--- src/rtl/ssc_pkg.sv ---
package ssc_pkg;
    typedef enum logic [1:0] {
        SEQ_IDLE  = 2'd0,
        SEQ_ISSUE = 2'd1,
        SEQ_DRAIN = 2'd2
    } seq_state_e;
endpackage

--- src/rtl/ssc_sequencer.sv ---
module ssc_sequencer
    import ssc_pkg::*;
#(
    parameter  int N  = 4,
    localparam int IW = $clog2(N + 2)
) (
    input  logic          clk,
    input  logic          rst_n,
    input  logic          start,
    input  logic          wb_final,
    output logic          busy,
    output logic          accept,
    output logic          iss_v,
    output logic [IW-1:0] iss_row,
    output logic [IW-1:0] iss_col,
    output logic          iss_first,
    output logic          iss_last
);
    localparam logic [IW-1:0] LASTI = IW'(N + 1);

    seq_state_e state_q, state_d;
    logic       issue_end;

    assign issue_end = iss_v && (iss_row == LASTI) && (iss_col == LASTI);

    always_ff @(posedge clk) begin
        if (!rst_n) state_q <= SEQ_IDLE;
        else        state_q <= state_d;
    end

    always_comb begin
        state_d = state_q;
        accept  = 1'b0;
        busy    = 1'b1;
        unique case (state_q)
            SEQ_IDLE: begin
                busy = 1'b0;
                if (start) begin
                    accept  = 1'b1;
                    state_d = SEQ_ISSUE;
                end
            end
            SEQ_ISSUE: if (issue_end) state_d = SEQ_DRAIN;
            SEQ_DRAIN: if (wb_final)  state_d = SEQ_IDLE;
            default:   state_d = SEQ_IDLE;
        endcase
    end

    always_ff @(posedge clk) begin
        if (!rst_n) begin
            iss_v   <= 1'b0;
            iss_row <= '0;
            iss_col <= '0;
        end else if (accept) begin
            iss_v   <= 1'b1;
            iss_row <= '0;
            iss_col <= '0;
        end else if (iss_v) begin
            if (iss_col == LASTI) begin
                iss_col <= '0;
                if (iss_row == LASTI) iss_v <= 1'b0;
                else                  iss_row <= iss_row + 1'b1;
            end else begin
                iss_col <= iss_col + 1'b1;
            end
        end
    end

    assign iss_first = (iss_col == '0);
    assign iss_last  = (iss_col == LASTI);


    issue_range_chk: assert property (@(posedge clk) disable iff (!rst_n)
        iss_v |-> (iss_row <= LASTI) && (iss_col <= LASTI));


    drain_quiet_chk: assert property (@(posedge clk) disable iff (!rst_n)
        (state_q == SEQ_DRAIN) |-> !iss_v);
endmodule

--- src/rtl/ssc_state_banks.sv ---
module ssc_state_banks #(
    parameter  int N  = 4,
    parameter  int DW = 16,
    localparam int SW = (N > 1) ? $clog2(N) : 1
) (
    input  logic            clk,
    input  logic            rst_n,
    input  logic [SW-1:0]   rd_idx,
    output logic [DW-1:0]   rd_data,
    input  logic            wr_en,
    input  logic [SW-1:0]   wr_idx,
    input  logic [DW-1:0]   wr_data,
    input  logic            flip,
    output logic            act_bank,
    output logic [N*DW-1:0] state_flat
);
    logic [DW-1:0] mem [2][N];

    always_ff @(posedge clk) begin
        if (!rst_n) begin
            act_bank <= 1'b0;
            for (int b = 0; b < 2; b++)
                for (int i = 0; i < N; i++)
                    mem[b][i] <= '0;
        end else begin
            if (wr_en) mem[~act_bank][wr_idx] <= wr_data;
            if (flip)  act_bank <= ~act_bank;
        end
    end

    assign rd_data = mem[act_bank][rd_idx];

    for (genvar g = 0; g < N; g++) begin : g_view
        assign state_flat[g*DW +: DW] = mem[act_bank][g];
    end


    active_hold_chk: assert property (@(posedge clk) disable iff (!rst_n)
        !flip |=> $stable(state_flat));
endmodule

--- src/rtl/ssc_mac_pipe.sv ---
module ssc_mac_pipe #(
    parameter  int N    = 4,
    parameter  int DW   = 16,
    parameter  int CW   = 16,
    parameter  int AW   = 40,
    parameter  int FRAC = 8,
    localparam int IW   = $clog2(N + 2),
    localparam int PW   = DW + CW
) (
    input  logic                 clk,
    input  logic                 rst_n,
    input  logic                 iss_v,
    input  logic [IW-1:0]        iss_row,
    input  logic                 iss_first,
    input  logic                 iss_last,
    input  logic signed [CW-1:0] coef,
    input  logic signed [DW-1:0] opnd,
    output logic                 wb_v,
    output logic [IW-1:0]        wb_row,
    output logic [DW-1:0]        wb_val
);
    localparam logic signed [AW-1:0] SAT_HI = {{(AW-DW+1){1'b0}}, {(DW-1){1'b1}}};
    localparam logic signed [AW-1:0] SAT_LO = {{(AW-DW+1){1'b1}}, {(DW-1){1'b0}}};

    // stage 2: operand fetch
    logic                 s2_v, s2_first, s2_last;
    logic [IW-1:0]        s2_row;
    logic signed [CW-1:0] s2_coef;
    logic signed [DW-1:0] s2_opnd;
    // stage 3: multiply
    logic                 s3_v, s3_first, s3_last;
    logic [IW-1:0]        s3_row;
    logic signed [PW-1:0] s3_prod;
    // stage 4: accumulate
    logic                 s4_done;
    logic [IW-1:0]        s4_row;
    logic signed [AW-1:0] acc;
    logic signed [AW-1:0] scaled;
    logic [DW-1:0]        sat_val;

    always_ff @(posedge clk) begin
        if (!rst_n) begin
            s2_v <= 1'b0; s2_first <= 1'b0; s2_last <= 1'b0; s2_row <= '0;
            s2_coef <= '0; s2_opnd <= '0;
            s3_v <= 1'b0; s3_first <= 1'b0; s3_last <= 1'b0; s3_row <= '0;
            s3_prod <= '0;
            s4_done <= 1'b0; s4_row <= '0; acc <= '0;
            wb_v <= 1'b0; wb_row <= '0; wb_val <= '0;
        end else begin
            s2_v     <= iss_v;
            s2_first <= iss_first;
            s2_last  <= iss_last;
            s2_row   <= iss_row;
            s2_coef  <= coef;
            s2_opnd  <= opnd;

            s3_v     <= s2_v;
            s3_first <= s2_first;
            s3_last  <= s2_last;
            s3_row   <= s2_row;
            s3_prod  <= s2_coef * s2_opnd;

            if (s3_v) begin
                if (s3_first) acc <= {{(AW-PW){s3_prod[PW-1]}}, s3_prod};
                else          acc <= acc + {{(AW-PW){s3_prod[PW-1]}}, s3_prod};
            end
            s4_done <= s3_v && s3_last;
            s4_row  <= s3_row;

            wb_v   <= s4_done;
            wb_row <= s4_row;
            if (s4_done) wb_val <= sat_val;
        end
    end

    always_comb begin
        scaled = acc >>> FRAC;
        if (scaled > SAT_HI)      sat_val = {1'b0, {(DW-1){1'b1}}};
        else if (scaled < SAT_LO) sat_val = {1'b1, {(DW-1){1'b0}}};
        else                      sat_val = scaled[DW-1:0];
    end


    sat_hi_chk: assert property (@(posedge clk) disable iff (!rst_n)
        (s4_done && ((acc >>> FRAC) > SAT_HI)) |=> (wb_val == {1'b0, {(DW-1){1'b1}}}));


    sat_lo_chk: assert property (@(posedge clk) disable iff (!rst_n)
        (s4_done && ((acc >>> FRAC) < SAT_LO)) |=> (wb_val == {1'b1, {(DW-1){1'b0}}}));
endmodule

--- src/rtl/ssc_engine.sv ---
module ssc_engine
    import ssc_pkg::*;
#(
    parameter  int N    = 4,
    parameter  int DW   = 16,
    parameter  int CW   = 16,
    parameter  int AW   = 40,
    parameter  int FRAC = 8,
    localparam int CAW  = $clog2((N + 2) * (N + 2))
) (
    input  logic            clk,
    input  logic            rst_n,
    input  logic            start,
    input  logic [2*DW-1:0] x_in,
    output logic [CAW-1:0]  coef_addr,
    input  logic [CW-1:0]   coef_data,
    output logic [2*DW-1:0] y_out,
    output logic [N*DW-1:0] state_out,
    output logic            done,
    output logic            overrun
);
    localparam int IW      = $clog2(N + 2);
    localparam int SW      = (N > 1) ? $clog2(N) : 1;
    localparam int LATENCY = (N + 2) * (N + 2) + 4;
    localparam logic [IW-1:0] LASTI = IW'(N + 1);

    logic          busy, accept, iss_v, iss_first, iss_last;
    logic [IW-1:0] iss_row, iss_col;
    logic          wb_v, wb_final, act_bank;
    logic [IW-1:0] wb_row, wr_off;
    logic [DW-1:0] wb_val, bank_rd;
    logic [DW-1:0] opnd;
    logic [2*DW-1:0] x_lat;

    ssc_sequencer #(.N(N)) i_seq (
        .clk(clk), .rst_n(rst_n), .start(start), .wb_final(wb_final),
        .busy(busy), .accept(accept), .iss_v(iss_v), .iss_row(iss_row),
        .iss_col(iss_col), .iss_first(iss_first), .iss_last(iss_last)
    );

    assign coef_addr = CAW'(iss_row) * CAW'(N + 2) + CAW'(iss_col);

    always_comb begin
        if (iss_col < IW'(N))       opnd = bank_rd;
        else if (iss_col == IW'(N)) opnd = x_lat[DW-1:0];
        else                        opnd = x_lat[2*DW-1:DW];
    end

    ssc_mac_pipe #(.N(N), .DW(DW), .CW(CW), .AW(AW), .FRAC(FRAC)) i_mac (
        .clk(clk), .rst_n(rst_n), .iss_v(iss_v), .iss_row(iss_row),
        .iss_first(iss_first), .iss_last(iss_last),
        .coef($signed(coef_data)), .opnd($signed(opnd)),
        .wb_v(wb_v), .wb_row(wb_row), .wb_val(wb_val)
    );

    assign wb_final = wb_v && (wb_row == LASTI);
    assign wr_off   = wb_row - IW'(2);

    ssc_state_banks #(.N(N), .DW(DW)) i_banks (
        .clk(clk), .rst_n(rst_n),
        .rd_idx(iss_col[SW-1:0]), .rd_data(bank_rd),
        .wr_en(wb_v && (wb_row >= IW'(2))), .wr_idx(wr_off[SW-1:0]),
        .wr_data(wb_val), .flip(wb_final),
        .act_bank(act_bank), .state_flat(state_out)
    );

    always_ff @(posedge clk) begin
        if (!rst_n) begin
            x_lat   <= '0;
            y_out   <= '0;
            done    <= 1'b0;
            overrun <= 1'b0;
        end else begin
            if (accept) x_lat <= x_in;
            if (wb_v && (wb_row == IW'(0))) y_out[DW-1:0]    <= wb_val;
            if (wb_v && (wb_row == IW'(1))) y_out[2*DW-1:DW] <= wb_val;
            done <= wb_final;
            if (accept)           overrun <= 1'b0;
            else if (start && busy) overrun <= 1'b1;
        end
    end

    // step-length counter used only by the checks below
    logic [$clog2(LATENCY + 2)-1:0] lat_cnt;
    always_ff @(posedge clk) begin
        if (!rst_n)      lat_cnt <= '0;
        else if (accept) lat_cnt <= '0;
        else if (busy)   lat_cnt <= lat_cnt + 1'b1;
    end


    latency_chk: assert property (@(posedge clk) disable iff (!rst_n)
        done |-> (lat_cnt == ($clog2(LATENCY + 2))'(LATENCY)));


    done_pulse_chk: assert property (@(posedge clk) disable iff (!rst_n)
        done |=> !done);


    done_idle_chk: assert property (@(posedge clk) disable iff (!rst_n)
        done |-> !busy);


    state_hold_chk: assert property (@(posedge clk) disable iff (!rst_n)
        !done |-> $stable(state_out));


    overrun_set_chk: assert property (@(posedge clk) disable iff (!rst_n)
        (start && busy) |=> overrun);


    restart_chk: assert property (@(posedge clk) disable iff (!rst_n)
        (start && done) |=> !overrun);
endmodule

--- config.mk ---
export PLATFORM = sky130hd
export DESIGN_NAME = ssc_engine
export DESIGN_NICKNAME = d
export VERILOG_FILES = /design/src/rtl/ssc_pkg.sv /design/src/rtl/ssc_sequencer.sv /design/src/rtl/ssc_state_banks.sv /design/src/rtl/ssc_mac_pipe.sv /design/src/rtl/ssc_engine.sv
export SDC_FILE = /design/constraint.sdc
export NUM_CORES = 1
export LEC_CHECK = 0
export ABC_AREA = 1
export BUFFER_PORTS_ARGS = -buffer_cell sky130_fd_sc_hd__buf_4
export CAP_MARGIN = 20
export CORE_ASPECT_RATIO = 1.75
export CORE_MARGIN = 2
export CORE_UTILIZATION = 50
export DETAILED_ROUTE_END_ITERATION = 6
export HOLD_SLACK_MARGIN = 0.05
export PLACE_DENSITY_LB_ADDON = 0.2
export SKIP_CTS_REPAIR_TIMING = 1
export SLEW_MARGIN = 25
export SYNTH_ARGS = -nofsm -noshare
export SYNTH_HDL_FRONTEND = slang
export SYNTH_SLANG_ARGS = --single-unit
--- constraint.sdc ---
create_clock -name clk -period 8 [get_ports clk]
set_clock_uncertainty 0.15 [all_clocks]
set_input_delay 0.8 -clock clk [delete_from_list [all_inputs] [get_ports clk]]
set_output_delay 0.8 -clock clk [all_outputs]
set_load 0.005 [all_outputs]
# Yosys cells after proc, flatten, opt, wreduce, memory -nomap -nowiden
# Memories as Yosys holds them, arrays and structs flattened. A register that Yosys moved wholly into a read port is not among the register bits.
# Index checks and enable logic that the tools add are counted.
# totals
ramBits	128
output_inout_bits	104
register_bits	216
mem_count	1
inputBits	51
elab_cells	104
# op_classes
n_lt_le_gt_ge	7
eq_ne	10
mul	2
mux	31
n_reduce_logical	16
n_bitwise	5
addsub	5
# memory_table
memory	depth	word_bits	read_ports	rd_ports_with_merged_regs	wr	line	rtl
i_banks.mem	2	64	1	1	2	ssc_state_banks.sv:17	logic [DW-1:0] mem [2][N];
# ops
op	n
$mux 64	3
$mux 16	7
$reduce_or 64->1	1
$add 40x40->40	1
$mux 40	1
$bmux 16 s2	1
$demux 16 s2	1
$gt 32x16->1 const B	1
$lt 32x16->1 const B	1
$mul 16x16->32	1
$mux 1	13
$eq 3x3->1 const B	4
$logic_and 1x1->1	9
$add 3x1->3 const B	2
$add 6x3->6	1
$ge 3x3->1 const B	2
$logic_not 3->1	2
$mux 2	3
$not 2->3	2
$pmux 2 s3	1
$reduce_and 3->1	2
$mul 3x2->5 const B	1
$ne 2x1->1 const B	2
$eq 3x1->1 const B	1
other kinds (11)	13

# Logic depth before layout (Yosys ltp)
# depth
ltp_word	9
depth_mapped	27
mapped_depth_nobuf	25

# By module
# Synthesis repeated with hierarchy kept, for this count alone.
# unflattened
hier_cells	3695
hier_area_um2	27851.7
# modules_own_cells
mod	seq_area_each_um2	area_per_inst_um2	n_inst	cells_each
ssc_mac_pipe	2802.7	18091.1	1	2538
ssc_state_banks	3883.7	6062.1	1	626
ssc_engine	1321.3	3241.9	1	467
ssc_sequencer	180.2	456.7	1	64

# Worst setup path before layout
# Ideal clock, no wire load.
# synth_path
kind	register to register
from	register i_mac.s2_coef[15]
to	register i_mac.s3_prod[31]
t_arrival_ns	5.613
path_buffers	1
setup_time_ns	0.113
synth_period_minus_slack_ns	5.876
path_stages_with_launch	23
path_slack_ns	2.124
t_required_ns	7.737
cell_sequence	dfxtp_1 clkbuf_1 nand2_1 inv_1 fa_1 fa_1 inv_1 fa_1 fa_1 inv_1 fa_1 inv_1 fa_1 inv_1 ha_1 a21o_1 o21bai_1 a21oi_1 o21ai_0 a21oi_1 nand2_1 nor2_1 nor2_1
# synth_via
elab_chain_len	1
# synth_lines
element	line	rtl
from (decl)	ssc_mac_pipe.sv:28	logic signed [CW-1:0] s2_coef;
from (signal assigned)	ssc_mac_pipe.sv:54	s2_coef <= coef;
$mul 16x16->32	ssc_mac_pipe.sv:61	s3_prod <= s2_coef * s2_opnd;
to (signal assigned)	ssc_mac_pipe.sv:61	
to (decl)	ssc_mac_pipe.sv:33	logic signed [PW-1:0] s3_prod;
# Every way passes these cells.
# A chain may end at the register's enable or synchronous reset.

# Worst setup path after layout
# layout_path
from	register i_mac.s2_opnd[1]
to	register i_mac.s3_prod[31]
# layout_via
elab_chain_len	1
# layout_lines
element	line	rtl
from (decl)	ssc_mac_pipe.sv:29	logic signed [DW-1:0] s2_opnd;
from (signal assigned)	ssc_mac_pipe.sv:55	s2_opnd <= opnd;
$mul 16x16->32	ssc_mac_pipe.sv:61	
# Every way passes these cells.

==> results by group <==
Layout
  • Final Util: 56.13%
  • Fill cells: 5099
  • Layout cells sized above 1: 9.159%
  • Nets: 4018
  • Area growth syn-to-layout: 10.82%
  • FF/Latch Area: 8190 um^2
  • Multi-input combinational cell area: 15470 um^2

Synth
  • Share of the yosys chip area belonging to registers: 30.28%
  • Synth Flop Type: dfxtp_1
  • Netlist Area Pre-Place: 27040 um^2
  • Yosys warns: 0
  • Cells after Synth: 3500
  • Post-synth cell types: 55
  • Syn Area/Cell: 7.726 um^2
  • Synth Net Count: 3943
  • EDFF count, synth: 128
  • Post-synthesis register bit count: 345
  • Async set or reset register ratio after synthesis: 0%

CTS
  • Clk_lat worst skew: 0.57 ns
  • CTS max path bufs: 3
  • Root Driver: clkbuf_16
  • # clock sinks: 345
  • Clk slew on worst S/H paths: 0.07 ns
  • TritonCTS clock tree: done
  • Clock buffer count from CTS: 36
  • # H-tree levels: 2

Timing
  • Crit path time final: 6.493 ns
  • Final hold violation count: 0
  • Slack of the critical path: 1.507 ns
  • Max-slew violations: 0
  • Setup_tns: 0 ns
  • Unrepaired setup endpoints after global routing: false
  • Slew headroom: 38.29%
  • Max Fclk: 154.0 MHz
  • Worst Tran Pin Value: 0.9257 ns
  • Final worst path period share: 81.17%
  • Final setup vio count: 0

Critical path
  • Crit-path max FO: 16
  • Critical path launch point type: flip-flop
  • Req. time, crit path: 8.30 ns
  • Kind of critical path: flip-flop to flip-flop
  • Crit path capture type: flip-flop
  • Endpoint arrival time on the critical path: 6.80 ns

GRT
  • Initial antenna violation count: 1
  • Gr usage total: 29.04%
  • Vias in the first global route: 23100
  • First-pass GRT wire length: 126900 um
  • Largest net degree at the start of global routing: 73
  • Total grt overflow: 0

Die
  • Core box area: 53390 um^2
  • Die area: 56030 um^2
  • Die X: 179.8 um
  • Die Ht: 311.6 um
  • Row cnt: 112
  • Starting Density: 50.64%
  • Ports: 155

Detailed routing
  • Total Wirelength: 80060 um
  • WL/cell: 18.67 um
  • Via count: 22500
  • 1st-iter DRT viols: 1214
  • Initial DRT Pass Iterations: 7
  • # DRC: 0
  • Vias/cell: 5.248
  • Remaining antenna violation count: 0

Power
  • PD cells: 213.1 nW/um^2
  • Pwr Total: 6.385 mW
  • VDD IR max: 0.0001542 V
  • Cell leakage power: 15.25 nW

Hold path
  • Tightest Hold Check Type: flip-flop to flip-flop

Place
  • DP Worst Slack: 1.538 ns
  • Detailed Place HPWL: 62830 um
  • Port-buffer cells: 154
  • Routability Congestion: 0.9452

Outcome
  • Status: finished, final reports clean

Flow run
  • Max cap viols: 0
[state kept, by name, summed over array words and instances, names as in the netlist, 16 cells and up, named ones only]
signal         count
i_banks.mem      128
i_mac.acc         40
i_mac.s2_coef     16
i_mac.s2_opnd     16
i_mac.s3_prod     32
i_mac.wb_val      16
x_lat             32
y_out             32
[metal layers]
layer	wire length [um]	global-route usage, %	share of wire [%]
met1	28830	32.05	36
met2	42350	53.58	53
met3	3375	2.770	4.2
met4	5506	17.42	6.9
met5	0	0	0
[report_power, final]
part	leakage [nW]	internal (mW)	switching, mW
Sequential	3.04	1.94	0.141
Clock	0.618	1.01	0.793
Combinational	11.6	0.887	1.62
Total	15.3	3.83	2.55
[layout by cell type, fill, tap and decap left out, types with 19 or more instances in the layout]
master / n
dfxtp_1: 215
nand3_1: 111
fa_1: 265
o21ai_0: 166
nand4_1: 21
a21oi_1: 181
o211ai_1: 19
nor2_1: 286
nand2_2: 19
edfxtp_1: 128
nand2_1: 878
buf_4: 177
ha_1: 127
inv_1: 744
clkbuf_16: 37
[through the flow]
stage               std cells  cell area (um^2)  hold slack, ns
global route             4288             29970          0.2615
CTS                      4287             29950          0.2510
detailed placement       4221             28670          0.2463
global placement         4221             28670          0.2469
floorplan                3500             27040          0.2405
finish                   4288             29970          0.2527
[worst paths after layout]
path                               start                      endpoint  slack (ns)  cells past startpoint
max          i_mac.s2_opnd[1]$_SDFF_PN0_  i_mac.s3_prod[31]$_SDFF_PN0_        1.51                     22
max reg2reg  i_mac.s2_opnd[1]$_SDFF_PN0_  i_mac.s3_prod[31]$_SDFF_PN0_        1.51                     22
min reg2reg   i_mac.s3_row[1]$_SDFF_PN0_    i_mac.s4_row[1]$_SDFF_PN0_        0.25                      2
min           i_mac.s3_row[1]$_SDFF_PN0_    i_mac.s4_row[1]$_SDFF_PN0_        0.25                      2
[kinds of logic (layout without fill, tap and decap cells)]
group / count (synthesis) / in the layout / synth area share (%)
xor+xnor: 28 / 28 / 0.9070
fa+ha+maj: 392 / 392 / 25.50
other cells: 0 / 1 / 0
flops: 345 / 345 / 30.28
compound gates: 455 / 455 / 9.685
mux: 3 / 3 / 0.1111
simple gates: 1381 / 1381 / 20.96
buf+inv: 896 / 999 / 12.56
[synthesized netlist by cell type, types with 21 or more instances]
| library cell | count | area share, % |
|---|---|---|
| fa_1 | 265 | 20 |
| ha_1 | 127 | 5.9 |
| o21ai_0 | 166 | 3.1 |
| nand2_1 | 878 | 12 |
| nand4_1 | 21 | 0.49 |
| edfxtp_1 | 128 | 14 |
| nand3_1 | 111 | 2.1 |
| dfxtp_1 | 217 | 16 |
| nor2_1 | 287 | 4.0 |
| a21oi_1 | 181 | 3.4 |
| inv_1 | 745 | 10 |
| clkbuf_1 | 118 | 1.6 |
[worst max-delay path, cell delays in order, from the launching register on]
cell,delay (ns)
dfxtp_1,0.74
nand2_1,0.21
inv_1,0.17
fa_1,0.53
fa_1,0.96
inv_1,0.13
fa_1,0.44
fa_1,0.54
inv_1,0.05
fa_1,0.49
inv_1,0.06
fa_1,0.53
inv_1,0.04
ha_1,0.35
nand2_1,0.10
nor2_1,0.15
inv_1,0.07
nor4_1,0.26
nand3_1,0.13
nand2_1,0.10
nand2_1,0.05
nand2_1,0.07
nor2_1,0.05
[final cells by class]
type,instances,area share [%]
Tap cell,684,2.856
Clock inverter,19,0.9520
Antenna cell,1,0.008351
Multi-Input combinational cell,2259,51.63
Inverter,756,9.474
Clock buffer,47,3.315
Timing Repair Buffer,177,4.434
Sequential cell,345,27.33
Note: power is estimated with default switching activity, not from simulation.
